**src/rtl/fwld_pkg.sv**
```systemverilog
package fwld_pkg;

    localparam logic [31:0] MARK_LITTLE = 32'hfe0101fe;
    localparam logic [31:0] MARK_BIG    = 32'hfe1010fe;
    localparam int          HDR_WORDS   = 5;

    typedef enum logic [1:0] {
        ERR_NONE  = 2'd0,
        ERR_MAGIC = 2'd1,
        ERR_SIZE  = 2'd2,
        ERR_SUM   = 2'd3
    } err_e;

    typedef enum logic [2:0] {
        ST_HDR,
        ST_ISEC,
        ST_DSEC,
        ST_CSUM,
        ST_DRAIN,
        ST_REPORT
    } st_e;

    typedef struct packed {
        logic [15:0] total;
        logic [15:0] index;
    } seg_t;

    function automatic logic [31:0] swap32(input logic [31:0] w);
        return {w[7:0], w[15:8], w[23:16], w[31:24]};
    endfunction

endpackage

```
**src/rtl/fwld_conv.sv**
```systemverilog
module fwld_conv
    import fwld_pkg::*;
(
    input  logic [31:0] raw,
    input  logic        swap_en,
    output logic [31:0] word,
    output logic        mark_little,
    output logic        mark_big
);
    assign word        = swap_en ? swap32(raw) : raw;
    assign mark_little = (raw == MARK_LITTLE);
    assign mark_big    = (raw == MARK_BIG);
endmodule

```
**src/rtl/fwld_size_check.sv**
```systemverilog
module fwld_size_check #(
    parameter int DEPTH = 256,
    parameter int LEN_W = 32,
    parameter int AW    = 8
) (
    input  logic [31:0]      isize,
    input  logic [31:0]      dsize,
    input  logic [LEN_W-1:0] img_len,
    output logic             ok,
    output logic [AW:0]      iwords,
    output logic [AW:0]      dwords
);
    localparam int SUM_W = 34;

    logic             aligned;
    logic             fits;
    logic             len_match;
    logic [SUM_W-1:0] need;

    assign aligned   = (isize[1:0] == 2'b00) && (dsize[1:0] == 2'b00);
    assign fits      = (isize[31:2] <= 30'(DEPTH)) && (dsize[31:2] <= 30'(DEPTH));
    assign need      = {2'b00, isize} + {2'b00, dsize} + SUM_W'(24);
    assign len_match = (need == {{(SUM_W-LEN_W){1'b0}}, img_len});
    assign ok        = aligned && fits && len_match;
    assign iwords    = isize[AW+2:2];
    assign dwords    = dsize[AW+2:2];
endmodule

```
**src/rtl/fwld_sum_acc.sv**
```systemverilog
module fwld_sum_acc (
    input  logic        clk,
    input  logic        rst,
    input  logic        load,
    input  logic        add,
    input  logic [31:0] value,
    output logic [31:0] sum
);
    always_ff @(posedge clk) begin
        if (rst)       sum <= '0;
        else if (load) sum <= value;
        else if (add)  sum <= sum + value;
    end
endmodule

```
**src/rtl/fw_image_loader.sv**
```systemverilog
module fw_image_loader
    import fwld_pkg::*;
#(
    parameter int DEPTH = 256,
    parameter int LEN_W = 32,
    localparam int AW   = (DEPTH > 1) ? $clog2(DEPTH) : 1
) (
    input  logic             clk,
    input  logic             rst,
    input  logic             in_valid,
    input  logic [31:0]      in_data,
    input  logic [LEN_W-1:0] img_len,
    output logic             in_ready,
    output logic             imem_we,
    output logic [AW-1:0]    imem_addr,
    output logic [31:0]      imem_wdata,
    output logic             dmem_we,
    output logic [AW-1:0]    dmem_addr,
    output logic [31:0]      dmem_wdata,
    output logic             done,
    output logic [1:0]       err_code,
    output logic             big_endian,
    output logic [15:0]      seg_total,
    output logic [15:0]      seg_index
);
    st_e              st;
    err_e             err_q;
    seg_t             seg_q;
    logic [2:0]       hidx;
    logic [LEN_W-1:0] wcnt;
    logic [LEN_W-1:0] len_q;
    logic             be_q;
    logic [31:0]      isz_q;
    logic [AW:0]      iw_q;
    logic [AW:0]      dw_q;
    logic [AW:0]      sec_cnt;

    logic             acc;
    logic             first;
    logic             last;
    logic [LEN_W-1:0] len_cur;
    logic [LEN_W-1:0] nwords;
    logic [LEN_W:0]   wnext;
    logic [31:0]      word;
    logic             mk_little;
    logic             mk_big;
    logic             sz_ok;
    logic [AW:0]      sz_iw;
    logic [AW:0]      sz_dw;
    logic [31:0]      sum;

    assign in_ready = (st != ST_REPORT);
    assign acc      = in_valid && in_ready;
    assign first    = (st == ST_HDR) && (hidx == 3'd0);
    assign len_cur  = first ? img_len : len_q;
    assign nwords   = len_cur >> 2;
    assign wnext    = {1'b0, wcnt} + 1'b1;
    assign last     = (wnext >= {1'b0, nwords});

    fwld_conv u_conv (
        .raw         (in_data),
        .swap_en     (first ? mk_big : be_q),
        .word        (word),
        .mark_little (mk_little),
        .mark_big    (mk_big)
    );

    fwld_size_check #(.DEPTH(DEPTH), .LEN_W(LEN_W), .AW(AW)) u_size (
        .isize   (isz_q),
        .dsize   (word),
        .img_len (len_q),
        .ok      (sz_ok),
        .iwords  (sz_iw),
        .dwords  (sz_dw)
    );

    fwld_sum_acc u_sum (
        .clk   (clk),
        .rst   (rst),
        .load  (acc && first),
        .add   (acc && ((st == ST_HDR) || (st == ST_ISEC) || (st == ST_DSEC))),
        .value (word),
        .sum   (sum)
    );

    always_ff @(posedge clk) begin
        if (rst) begin
            st      <= ST_HDR;
            err_q   <= ERR_NONE;
            seg_q   <= '0;
            hidx    <= '0;
            wcnt    <= '0;
            len_q   <= '0;
            be_q    <= 1'b0;
            isz_q   <= '0;
            iw_q    <= '0;
            dw_q    <= '0;
            sec_cnt <= '0;
        end else if (st == ST_REPORT) begin
            st   <= ST_HDR;
            hidx <= '0;
            wcnt <= '0;
        end else if (acc) begin
            wcnt <= wcnt + 1'b1;
            unique case (st)
                ST_HDR: begin
                    hidx <= hidx + 3'd1;
                    if (hidx == 3'd0) begin
                        len_q <= img_len;
                        be_q  <= mk_big;
                        if (!mk_little && !mk_big) begin
                            err_q <= ERR_MAGIC;
                            st    <= last ? ST_REPORT : ST_DRAIN;
                        end else if (last) begin
                            err_q <= ERR_SIZE;
                            st    <= ST_REPORT;
                        end
                    end else if (hidx < 3'(HDR_WORDS - 1)) begin
                        if (hidx == 3'd1) seg_q <= word;
                        if (hidx == 3'd3) isz_q <= word;
                        if (last) begin
                            err_q <= ERR_SIZE;
                            st    <= ST_REPORT;
                        end
                    end else begin
                        sec_cnt <= '0;
                        iw_q    <= sz_iw;
                        dw_q    <= sz_dw;
                        if (!sz_ok) begin
                            err_q <= ERR_SIZE;
                            st    <= last ? ST_REPORT : ST_DRAIN;
                        end else if (sz_iw != '0) st <= ST_ISEC;
                        else if (sz_dw != '0)     st <= ST_DSEC;
                        else                      st <= ST_CSUM;
                    end
                end
                ST_ISEC: begin
                    sec_cnt <= sec_cnt + 1'b1;
                    if (sec_cnt + 1'b1 == iw_q) begin
                        sec_cnt <= '0;
                        st      <= (dw_q != '0) ? ST_DSEC : ST_CSUM;
                    end
                end
                ST_DSEC: begin
                    sec_cnt <= sec_cnt + 1'b1;
                    if (sec_cnt + 1'b1 == dw_q) st <= ST_CSUM;
                end
                ST_CSUM: begin
                    err_q <= (word == sum) ? ERR_NONE : ERR_SUM;
                    st    <= ST_REPORT;
                end
                ST_DRAIN: begin
                    if (last) st <= ST_REPORT;
                end
                default: ;
            endcase
        end
    end

    assign imem_we    = acc && (st == ST_ISEC);
    assign imem_addr  = sec_cnt[AW-1:0];
    assign imem_wdata = word;
    assign dmem_we    = acc && (st == ST_DSEC);
    assign dmem_addr  = sec_cnt[AW-1:0];
    assign dmem_wdata = word;
    assign done       = (st == ST_REPORT);
    assign err_code   = err_q;
    assign big_endian = be_q;
    assign seg_total  = seg_q.total;
    assign seg_index  = seg_q.index;

endmodule

```
**config.mk**
```make
export PLATFORM = sky130hd
export DESIGN_NAME = fw_image_loader
export DESIGN_NICKNAME = d
export VERILOG_FILES = /design/src/rtl/fwld_pkg.sv /design/src/rtl/fwld_conv.sv /design/src/rtl/fwld_size_check.sv /design/src/rtl/fwld_sum_acc.sv /design/src/rtl/fw_image_loader.sv
export SDC_FILE = /design/constraint.sdc
export NUM_CORES = 1
export LEC_CHECK = 0
export BUFFER_PORTS_ARGS = -buffer_cell sky130_fd_sc_hd__buf_2
export CAP_MARGIN = 20
export CORE_UTILIZATION = 25
export CTS_CLUSTER_DIAMETER = 50
export DETAILED_ROUTE_END_ITERATION = 10
export REMOVE_ABC_BUFFERS = 1
export SLEW_MARGIN = 40
export SYNTH_ARGS = -nofsm -noshare
export SYNTH_HDL_FRONTEND = slang
export SYNTH_SLANG_ARGS = --single-unit
export TNS_END_PERCENT = 1
```
**constraint.sdc**
```tcl
create_clock -name clk -period 12.15 [get_ports clk]
set_input_delay 2.43 -clock clk [delete_from_list [all_inputs] [get_ports clk]]
set_output_delay 2.43 -clock clk [all_outputs]
set_load 0.02 [all_outputs]
```
==> out/metrics.csv, run 1 <==
metric,value,unit
status,finished clean,
fmax,101,MHz
synth_cells,1989,
placed_cells,2876,
drt-total-wl,51900,um
cts_inserted_buffers,17,
wl_per_cell,17.8,um
via_per_inst,5.15,
slew_headroom,0.445,
drt_iter0_drc,1070,
path_delay_family,simple AND/OR/NAND/NOR gates,
worstPathMaxFanout,20,
row_count,91,
pwr-share-comb,0.464,
clock_power_share,0.233,
netlist_top_cells_area,"dfxtp_1, ha_1, nor2_1",
final.min_clock_period,9.95,ns
stdcell_count,2910,
cp.arrival,10.34,ns
cp_slowest_cell,o31ai_4,
setup_viol,0,
powerDensity,155,nW/um^2
first_pass_iters,7,
fp.dieArea,63900,um^2
crit_path_end_kind,flop,
final_cell_mix,"nor2_1, dfxtp_1, buf_2, nand2_1, a21oi_1",
holdPathStages,2,
clockBufferDepth,2,
rr_worst_depth,21,
ys_warn_count,0,
htree_levels,4,
grt_max_degree,68,
grt_use_met2,0.258,
crit_required,12.54,ns
cpPeakStageDelay,0.57,ns
initial_core_util,0.254,
cts.clk_slew.worst_paths,0.08,ns
die-width,253,um
busiest_layer,met2,
finalSetupTns,0,ns
ys_seq_elements,196,
rsz0062_at_grt,false,
synth_edf_count,0,
syn_area_per_cell,7.91,um^2
grt_pass1_wl,78700,um
mostFrequentLayoutCell,nor2_1,
synthArstFlopShare,0,
drc_errors,0,
cts_tree,done,
timing.hold.worst.class,reg -> reg,
pwr-share-seq,0.303,
grt_usage,0.159,
path_buf_inv,4,
synth_largest_area_cell,dfxtp_1,
hold_viol_final,0,
synth-seq-area-share,0.249,
cts_hold_buffers,0,
worstMarginPinSlew,0.812,ns
maxCapViolations,0,
p_sw_frac,0.421,
synth_top_area_frac,0.249,
grt_pass1_vias,13300,
area_delta_synth_final,12.8,%
detail-route-antenna-nets,0,
dieHeight,253,um
max-vdd-ir-drop,0.117,mV
cts_num_sinks,196,
grt_remaining_overflow,0,
cts_resized,0,
cts_root_buffer,clkbuf_16,
dpl.hpwl,40600,um
post_cts_buffers,0,
port_buffers,185,
synthFlopType,dfxtp_1,
gp_congestion,0.939,
skew,0.0196,ns
critical_path_cell_count,23,
io_pins,186,
crit_chain,buf_2 > or4_1 > nor3_1 > nand4_1 > o31ai_4 > buf_4 > buf_4 > mux2i_1 > inv_1 > ha_1 > a211o_1 > o21ai_0 > xnor2_1 > ha_1 > or3b_1 > a211oi_1 > nand2_1 > o211ai_1 > o211ai_1 > or4_4 > nor4_4 > a31oi_1 > a2111oi_2,
critPathKind,in -> reg,
use_met1,0.212,
p_int,1600,uW
antenna_found_initial,14,
nNetsFinal,2228,
ys_types,102,
cellLeakagePower,0.00730,uW
post-route-period-util,0.819,
syn_area,15700,um^2
insertion_delay,0.50,ns
p_sw,1160,uW
core,61900,um^2
vias,15000,
drive_gt1_frac,0.144,
finalMaxSlewViolations,0,
start_kind,input pin,
grt_use_met3,0.0316,
[final cells by class]
type	count	area, um^2
fill	6779	44200
clock buffer	19	443
sequential	196	3920
clock inverter	13	208
inverter	59	221
antenna	1	2.50
timing repair buffer	209	1110
multi-input combinational	1576	10800
tap	837	1050
[kinds of logic (layout without fill, tap and decap cells)]
kind of cell	count (synthesis)	after routing	share of synthesized area
AOI/OAI and AO/OA	519	519	0.233
xor gates and xnor gates	165	165	0.0960
adders and majority gates	102	102	0.0821
buffers and inverters	217	300	0.0674
DFF	196	196	0.249
muxes	75	75	0.0489
other	0	1	0
and+or+nand+nor	715	715	0.223
[worst paths after layout]
check	from	end	slack, ns
min reg2reg	iw_q[1]	iw_q[1]	0.48
max reg2reg	st[0]	st[1]	3.99
min	iw_q[1]	iw_q[1]	0.48
max	in_data[22]	st[1]	2.20
[worst reg2reg max path, delay by kind of cell, from the launching register on]
family          cells  cell delay, ns
simple gates        6            2.81
compound gates      8            2.58
buf+inv             3            0.87
fa+ha+maj           2            0.64
mux                 1            0.55
flops               1            0.49
xor+xnor            1            0.15
[power groups by stage]
| stage | Combinational (uW) | Clock [uW] | Sequential (uW) |
|---|---|---|---|
| 2_1_floorplan | 940 | 0 | 833 |
| 3_3_place_gp | 1260 | 0 | 852 |
| 3_5_place_dp | 1260 | 0 | 851 |
| 4_1_cts | 1270 | 655 | 837 |
| 5_1_grt | 1410 | 680 | 850 |
| 6_report | 1280 | 643 | 837 |
[cells in the mapped netlist, drive strengths merged, types with 18 or more instances]
| cell type | instances |
|---|---|
| a211oi | 93 |
| a21o | 46 |
| a21oi | 131 |
| a221oi | 26 |
| a31oi | 18 |
| and3 | 37 |
| buf | 76 |
| clkbuf | 82 |
| dfxtp | 196 |
| ha | 100 |
| inv | 59 |
| mux2i | 69 |
| nand2 | 178 |
| nand2b | 19 |
| nand3 | 49 |
| nand4 | 36 |
| nor2 | 227 |
| nor3 | 41 |
| nor4 | 39 |
| o21ai | 70 |
| or3 | 20 |
| xnor2 | 70 |
| xor2 | 91 |
[state kept, by name (all words and copies together) (netlist names)]
signal      flops
big_endian      1
dw_q            9
err_code        2
hidx            3
isz_q          32
iw_q            9
len_q          32
sec_cnt         9
seg_index      16
seg_total      16
st              3
u_sum.sum      32
wcnt           32
[per-stage QoR]
stage	total power [uW]	area (um^2)	setup slack (ns)	utilization	hold WS, ns
global placement	2110	17100	1.95	0.276	0.458
detailed placement	2120	17100	1.73	0.276	0.468
CTS	2760	17700	2.22	0.286	0.480
finish	2760	17700	2.20	0.286	0.475
global route	2940	17700	1.59	0.286	0.505
floorplan	1770	14900	1.44	-	0.442
[layer usage]
metal | wire (um) | share of wire | vias to the layer above
met5 | 8 | 0.00015 | -
met4 | 1220 | 0.023 | 2
met3 | 2680 | 0.052 | 92
met2 | 24300 | 0.47 | 446
met1 | 23700 | 0.46 | 7082
li1 | - | - | 7352
Note: power is estimated with default switching activity, not from simulation.
==> run 2: changes to the inputs <==
clock period = 9.2 ns   (was 12.15 ns; I/O delays follow)
==> run 2 against run 1 <==
  * Design area rose by 1.2%
  * Routed wire length is 0.25% lower
  * Setup slack worse by 1.6 ns
  * Worst hold slack worse by 0.0026 ns
  * Die area stayed put
  * Sequential power increased by 33%
  * Global-route usage barely moved
==> out/metrics.csv, run 2 (synthesis gave the netlist of run 1 again) <==
metric,value,unit,change
wl_per_cell,17.6,um,was 17.8 um
skew,0.0185,ns,was 0.0196 ns
grt_max_degree,67,,was 68
htree_levels,4,,unchanged
worst_slack,0.601,ns,was 2.20 ns
final.min_clock_period,8.60,ns,
critPathKind,in -> reg,,unchanged
drive_gt1_frac,0.156,,was 0.144
vias,14900,,was 15000
worstMarginPinSlew,0.896,ns,was 0.812 ns
fp.dieArea,63900,um^2,unchanged
start_kind,input pin,,unchanged
via_per_inst,5.06,,was 5.15
max-vdd-ir-drop,0.160,mV,was 0.117 mV
cellLeakagePower,0.00744,uW,was 0.00730 uW
cts_root_buffer,clkbuf_16,,unchanged
drt_iter0_drc,1157,,was 1070
io_pins,186,,unchanged
drc_errors,0,,unchanged
r2r_setup_slack,1.80,ns,was 3.99 ns
reg2reg_from,st[0],,unchanged
fmax,116,MHz,
first_pass_iters,5,,was 7
rsz0062_at_grt,false,,unchanged
grt_pass1_wl,78400,um,was 78700 um
insertion_delay,0.50,ns,about the same
reg2reg_to,st[1],,unchanged
antenna_found_initial,19,,was 14
cts_num_sinks,196,,unchanged
post_cts_buffers,0,,unchanged
core,61900,um^2,unchanged
crit_required,9.59,ns,was 12.54 ns
setup_viol,0,,unchanged
hold_end,iw_q[4],,was iw_q[1]
clockBufferDepth,2,,unchanged
cp.arrival,8.99,ns,was 10.34 ns
worstPathMaxFanout,18,,was 20
hold_start,iw_q[4],,was iw_q[1]
crit_path_end_kind,flop,,unchanged
timing.hold.worst.class,reg -> reg,,unchanged
dpl.hpwl,40800,um,was 40600 um
initial_core_util,0.254,,unchanged
path_buf_inv,3,,was 4
dp_slack,0.325,ns,was 1.73 ns
cts.clk_slew.worst_paths,0.07,ns,was 0.08 ns
cpPeakStageDelay,0.51,ns,was 0.57 ns
powerDensity,201,nW/um^2,was 155 nW/um^2
port_buffers,185,,unchanged
dieHeight,253,um,unchanged
final_cell_mix,"nor2_1, dfxtp_1, buf_2, nand2_1, a21oi_1",,unchanged
row_count,91,,unchanged
cts_tree,done,,unchanged
drt-total-wl,51800,um,was 51900 um
grt_usage,0.159,,about the same
cp_slowest_cell,or4_1,,was o31ai_4
path_delay_family,simple AND/OR/NAND/NOR gates,,unchanged
total_power,3620,uW,was 2760 uW
grt_pass1_vias,13100,,was 13300
gp_congestion,0.938,,was 0.939
die-width,253,um,unchanged
holdPathStages,2,,unchanged
finalMaxSlewViolations,0,,unchanged
cts_inserted_buffers,17,,unchanged
nNetsFinal,2262,,was 2228
cts_hold_buffers,0,,unchanged
mostFrequentLayoutCell,nor2_1,,unchanged
finalSetupTns,0,ns,unchanged
crit_chain,buf_2 > or4_1 > nor3_1 > nand4_1 > o31ai_4 > buf_4 > mux2i_1 > inv_1 > ha_1 > a211oi_1 > o22ai_1 > a211oi_1 > o211ai_1 > a32o_1 > nor3_1 > nand4b_2 > or4_1 > o2bb2ai_1 > or4_4 > nor4_4 > a31oi_1 > a2111oi_2,,was buf_2 > or4_1 > nor3_1 > nand4_1 > o31ai_4 > buf_4 > buf_4 > mux2i_1 > inv_1 > ha_1 > a211o_1 > o21ai_0 > xnor2_1 > ha_1 > or3b_1 > a211oi_1 > nand2_1 > o211ai_1 > o211ai_1 > or4_4 > nor4_4 > a31oi_1 > a2111oi_2
area_delta_synth_final,14.2,%,was 12.8%
cts_resized,0,,unchanged
nFillCells,6766,,was 6779
grt_remaining_overflow,0,,unchanged
detail-route-antenna-nets,0,,unchanged
multi_input_area,10800,um^2,about the same
rr_worst_depth,20,,was 21
maxCapViolations,0,,unchanged
status,finished clean,,unchanged
slew_headroom,0.386,,was 0.445
holdWs,0.473,ns,was 0.475 ns
register_area,3920,um^2,unchanged
post-route-period-util,0.935,,
hold_viol_final,0,,unchanged
-- run 2: layer usage --
layer  share of wire  up-vias  global-route usage
met4           0.019        4              0.0462
met5         0.00052        -                   0
li1                -     7440                   -
met1            0.47     6994               0.213
met3           0.047       65              0.0301
met2            0.47      402               0.258
-- run 2: layout make-up --
class | instances | area share
Clock buffer | 17 | 0.0237
Clock inverter | 14 | 0.0105
Antenna cell | 4 | 0.000557
Sequential cell | 196 | 0.218
Timing Repair Buffer | 243 | 0.0759
Inverter | 59 | 0.0123
Tap cell | 837 | 0.0583
Multi-Input combinational cell | 1576 | 0.600
-- run 2: power breakdown --
group | internal (uW) | leakage, uW | total [uW] | switching [uW]
Combinational | 692 | 0.00555 | 1710 | 1020
Sequential | 979 | 0.00159 | 1110 | 126
Clock | 412 | 0.000296 | 802 | 389
-- run 2: how the worst max path moves through the flow --
stage | start | to | slack [ns] | cells after the start
CTS | in_data[22] | st[1] | 0.82 | 22
global route | in_data[22] | st[1] | 0.21 | 22
floorplan | in_data[22] | st[1] | -0.92 | 23
detailed placement | in_data[22] | st[1] | 0.32 | 22
global placement | in_data[22] | st[1] | 0.39 | 21
finish | in_data[22] | st[1] | 0.60 | 22
-- run 2: tightest hold or removal path: cells and delay by family (launching register included) --
kind,cells,cell delay (ns)
AOI/OAI and AO/OA,1,0.05
DFF,1,0.32
and+or+nand+nor,1,0.05
-- run 2: metrics by stage --
| stage | area [um^2] | utilization | std cells |
|---|---|---|---|
| after floorplan | 14900 | - | 1831 |
| after global placement | 17300 | 0.280 | 2911 |
| after detailed placement | 17300 | 0.280 | 2911 |
| after CTS | 18000 | 0.290 | 2942 |
| after global routing | 18000 | 0.290 | 2945 |
| final | 18000 | 0.290 | 2946 |
==> run 3: changes to the inputs <==
CORE_UTILIZATION = 60   (was 25)
PLACE_DENSITY = 0.82   (was default)
==> run 3 against run 2 <==
  * Global-route usage up 19 points
  * Cell count decreased by 18%
  * First-iteration DRC count is 52% higher
  * Setup slack lost 0.25 ns
  * Maximum frequency is 2.8% lower
  * Clock-buffer cell count is 3 higher
==> out/metrics.csv, run 3 (synthesis gave the netlist of run 1 again) <==
metric,value,unit,change
status,finished clean,,unchanged
multi_input_area,10800,um^2,about the same
hold_start,iw_q[1],,was iw_q[4]
cts_tree,done,,unchanged
cpPeakStageDelay,0.54,ns,was 0.51 ns
slew_headroom,0.479,,was 0.386
path_delay_family,simple AND/OR/NAND/NOR gates,,unchanged
crit_start,in_data[22],,unchanged
fp.dieArea,26900,um^2,was 63900 um^2
cts_hold_buffers,0,,unchanged
antenna_cells,0,,was 4
first_pass_iters,5,,unchanged
mostFrequentLayoutCell,nor2_1,,unchanged
area_delta_synth_final,9.42,%,was 14.2%
holdWs,0.479,ns,was 0.473 ns
start_kind,input pin,,unchanged
powerDensity,210,nW/um^2,was 201 nW/um^2
htree_levels,4,,unchanged
cellLeakagePower,0.00737,uW,was 0.00744 uW
dieHeight,164,um,was 253 um
fmax,113,MHz,was 116 MHz
via_per_inst,6.45,,was 5.06
grt_pass1_wl,74200,um,was 78400 um
worstMarginPinSlew,0.760,ns,was 0.896 ns
drc_errors,0,,unchanged
finalMaxSlewViolations,0,,unchanged
wl_per_cell,20.0,um,was 17.6 um
setup_viol,0,,unchanged
grt_usage,0.354,,was 0.159
gp_congestion,1.02,,was 0.938
register_area,3920,um^2,unchanged
drt-total-wl,48500,um,was 51800 um
post-route-period-util,0.961,,was 0.935
initial_core_util,0.618,,was 0.254
crit_required,9.53,ns,was 9.59 ns
reg2reg_from,st[0],,unchanged
grt_remaining_overflow,0,,unchanged
cts_num_sinks,196,,unchanged
worstPathMaxFanout,18,,unchanged
detail-route-antenna-nets,0,,unchanged
nNetsFinal,2250,,was 2262
total_power,3610,uW,was 3620 uW
core,25500,um^2,was 61900 um^2
antenna_found_initial,0,,was 19
crit_chain,buf_2 > or4_1 > nor3_1 > nand4_1 > o31ai_4 > buf_4 > mux2i_1 > inv_1 > ha_1 > nand2_1 > or3_1 > o211a_1 > xnor2_1 > o211a_4 > nand4b_2 > or4_1 > o2bb2ai_1 > or4_4 > nor4_4 > a31oi_1 > a2111oi_2,,was buf_2 > or4_1 > nor3_1 > nand4_1 > o31ai_4 > buf_4 > mux2i_1 > inv_1 > ha_1 > a211oi_1 > o22ai_1 > a211oi_1 > o211ai_1 > a32o_1 > nor3_1 > nand4b_2 > or4_1 > o2bb2ai_1 > or4_4 > nor4_4 > a31oi_1 > a2111oi_2
skew,0.0131,ns,was 0.0185 ns
final_cell_mix,"nor2_1, dfxtp_1, buf_2, nand2_1, a21oi_1",,unchanged
rsz0062_at_grt,false,,unchanged
vias,15600,,was 14900
drive_gt1_frac,0.151,,was 0.156
critPathKind,in -> reg,,unchanged
dpl.hpwl,36500,um,was 40800 um
hold_viol_final,0,,unchanged
cp.arrival,9.18,ns,was 8.99 ns
crit_path_end_kind,flop,,unchanged
max-vdd-ir-drop,0.188,mV,was 0.160 mV
finalSetupTns,0,ns,unchanged
cts.clk_slew.worst_paths,0.08,ns,was 0.07 ns
clockBufferDepth,2,,unchanged
maxCapViolations,0,,unchanged
grt_use_met2,0.580,,was 0.258
path_buf_inv,3,,unchanged
io_pins,186,,unchanged
use_met1,0.475,,was 0.213
port_buffers,185,,unchanged
cts_root_buffer,clkbuf_16,,unchanged
grt_max_degree,90,,was 67
grt_use_met3,0.0437,,was 0.0301
cp_slowest_cell,mux2i_1,,was or4_1
busiest_layer,met2,,unchanged
timing.hold.worst.class,reg -> reg,,unchanged
drt_iter0_drc,1757,,was 1157
die-width,164,um,was 253 um
row_count,58,,was 91
grt_pass1_vias,14000,,was 13100
cts_inserted_buffers,17,,unchanged
insertion_delay,0.45,ns,was 0.50 ns
nFillCells,2159,,was 6766
final.min_clock_period,8.84,ns,was 8.60 ns
cp_common_cell,or4_1,,
[run 3: path summary, 6_finish.rpt]
kind,end,slack [ns],cells past startpoint
worst max-delay path,st[1],0.36,21
worst min-delay path,iw_q[1],0.48,2
worst max register to register,st[1],1.65,19
worst min register to register,iw_q[1],0.48,2
[run 3: cell type report]
type	instances	area share
multi-input combinational	1576	0.627
clock buffer	20	0.0260
inverter	59	0.0129
timing repair buffer	231	0.0742
clock inverter	12	0.00829
sequential	196	0.228
tap	330	0.0240
[run 3: layer usage]
metal  vias to the layer above  wire length [um]
li1                       7406                 -
met1                      7422             20900
met2                       697             22400
met3                       105              3740
met4                         0              1480
met5                         -                 0
[run 3: power breakdown]
group          total, uW  internal (uW)  switching [uW]
combinational       1720            688            1030
clock                790            415             374
sequential          1100            979             124
total               3610           2080            1530
[run 3: what timing repair did]
| action | 4_1_cts | 5_1_grt |
|---|---|---|
| resized for setup | 0 | 1 |
| setup endpoints to repair | 0 | 2 |
| buffers inserted | 0 | 0 |
[run 3: worst min-delay path: cells and delay by family (launching register included)]
| family | cells | cell delay (ns) |
|---|---|---|
| and+or+nand+nor | 1 | 0.06 |
| DFF | 1 | 0.32 |
| AOI/OAI and AO/OA | 1 | 0.05 |
[run 3: per-stage QoR]
step / util / instances / worst slack (ns) / area, um^2
4_1_cts: 0.676 / 2424 / 0.390 / 17200
6_report: 0.676 / 2424 / 0.355 / 17200
2_1_floorplan: - / 1831 / -0.923 / 14900
3_3_place_gp: 0.652 / 2392 / 0.298 / 16600
5_1_grt: 0.676 / 2424 / 0.0233 / 17200
3_5_place_dp: 0.652 / 2392 / 0.0592 / 16600
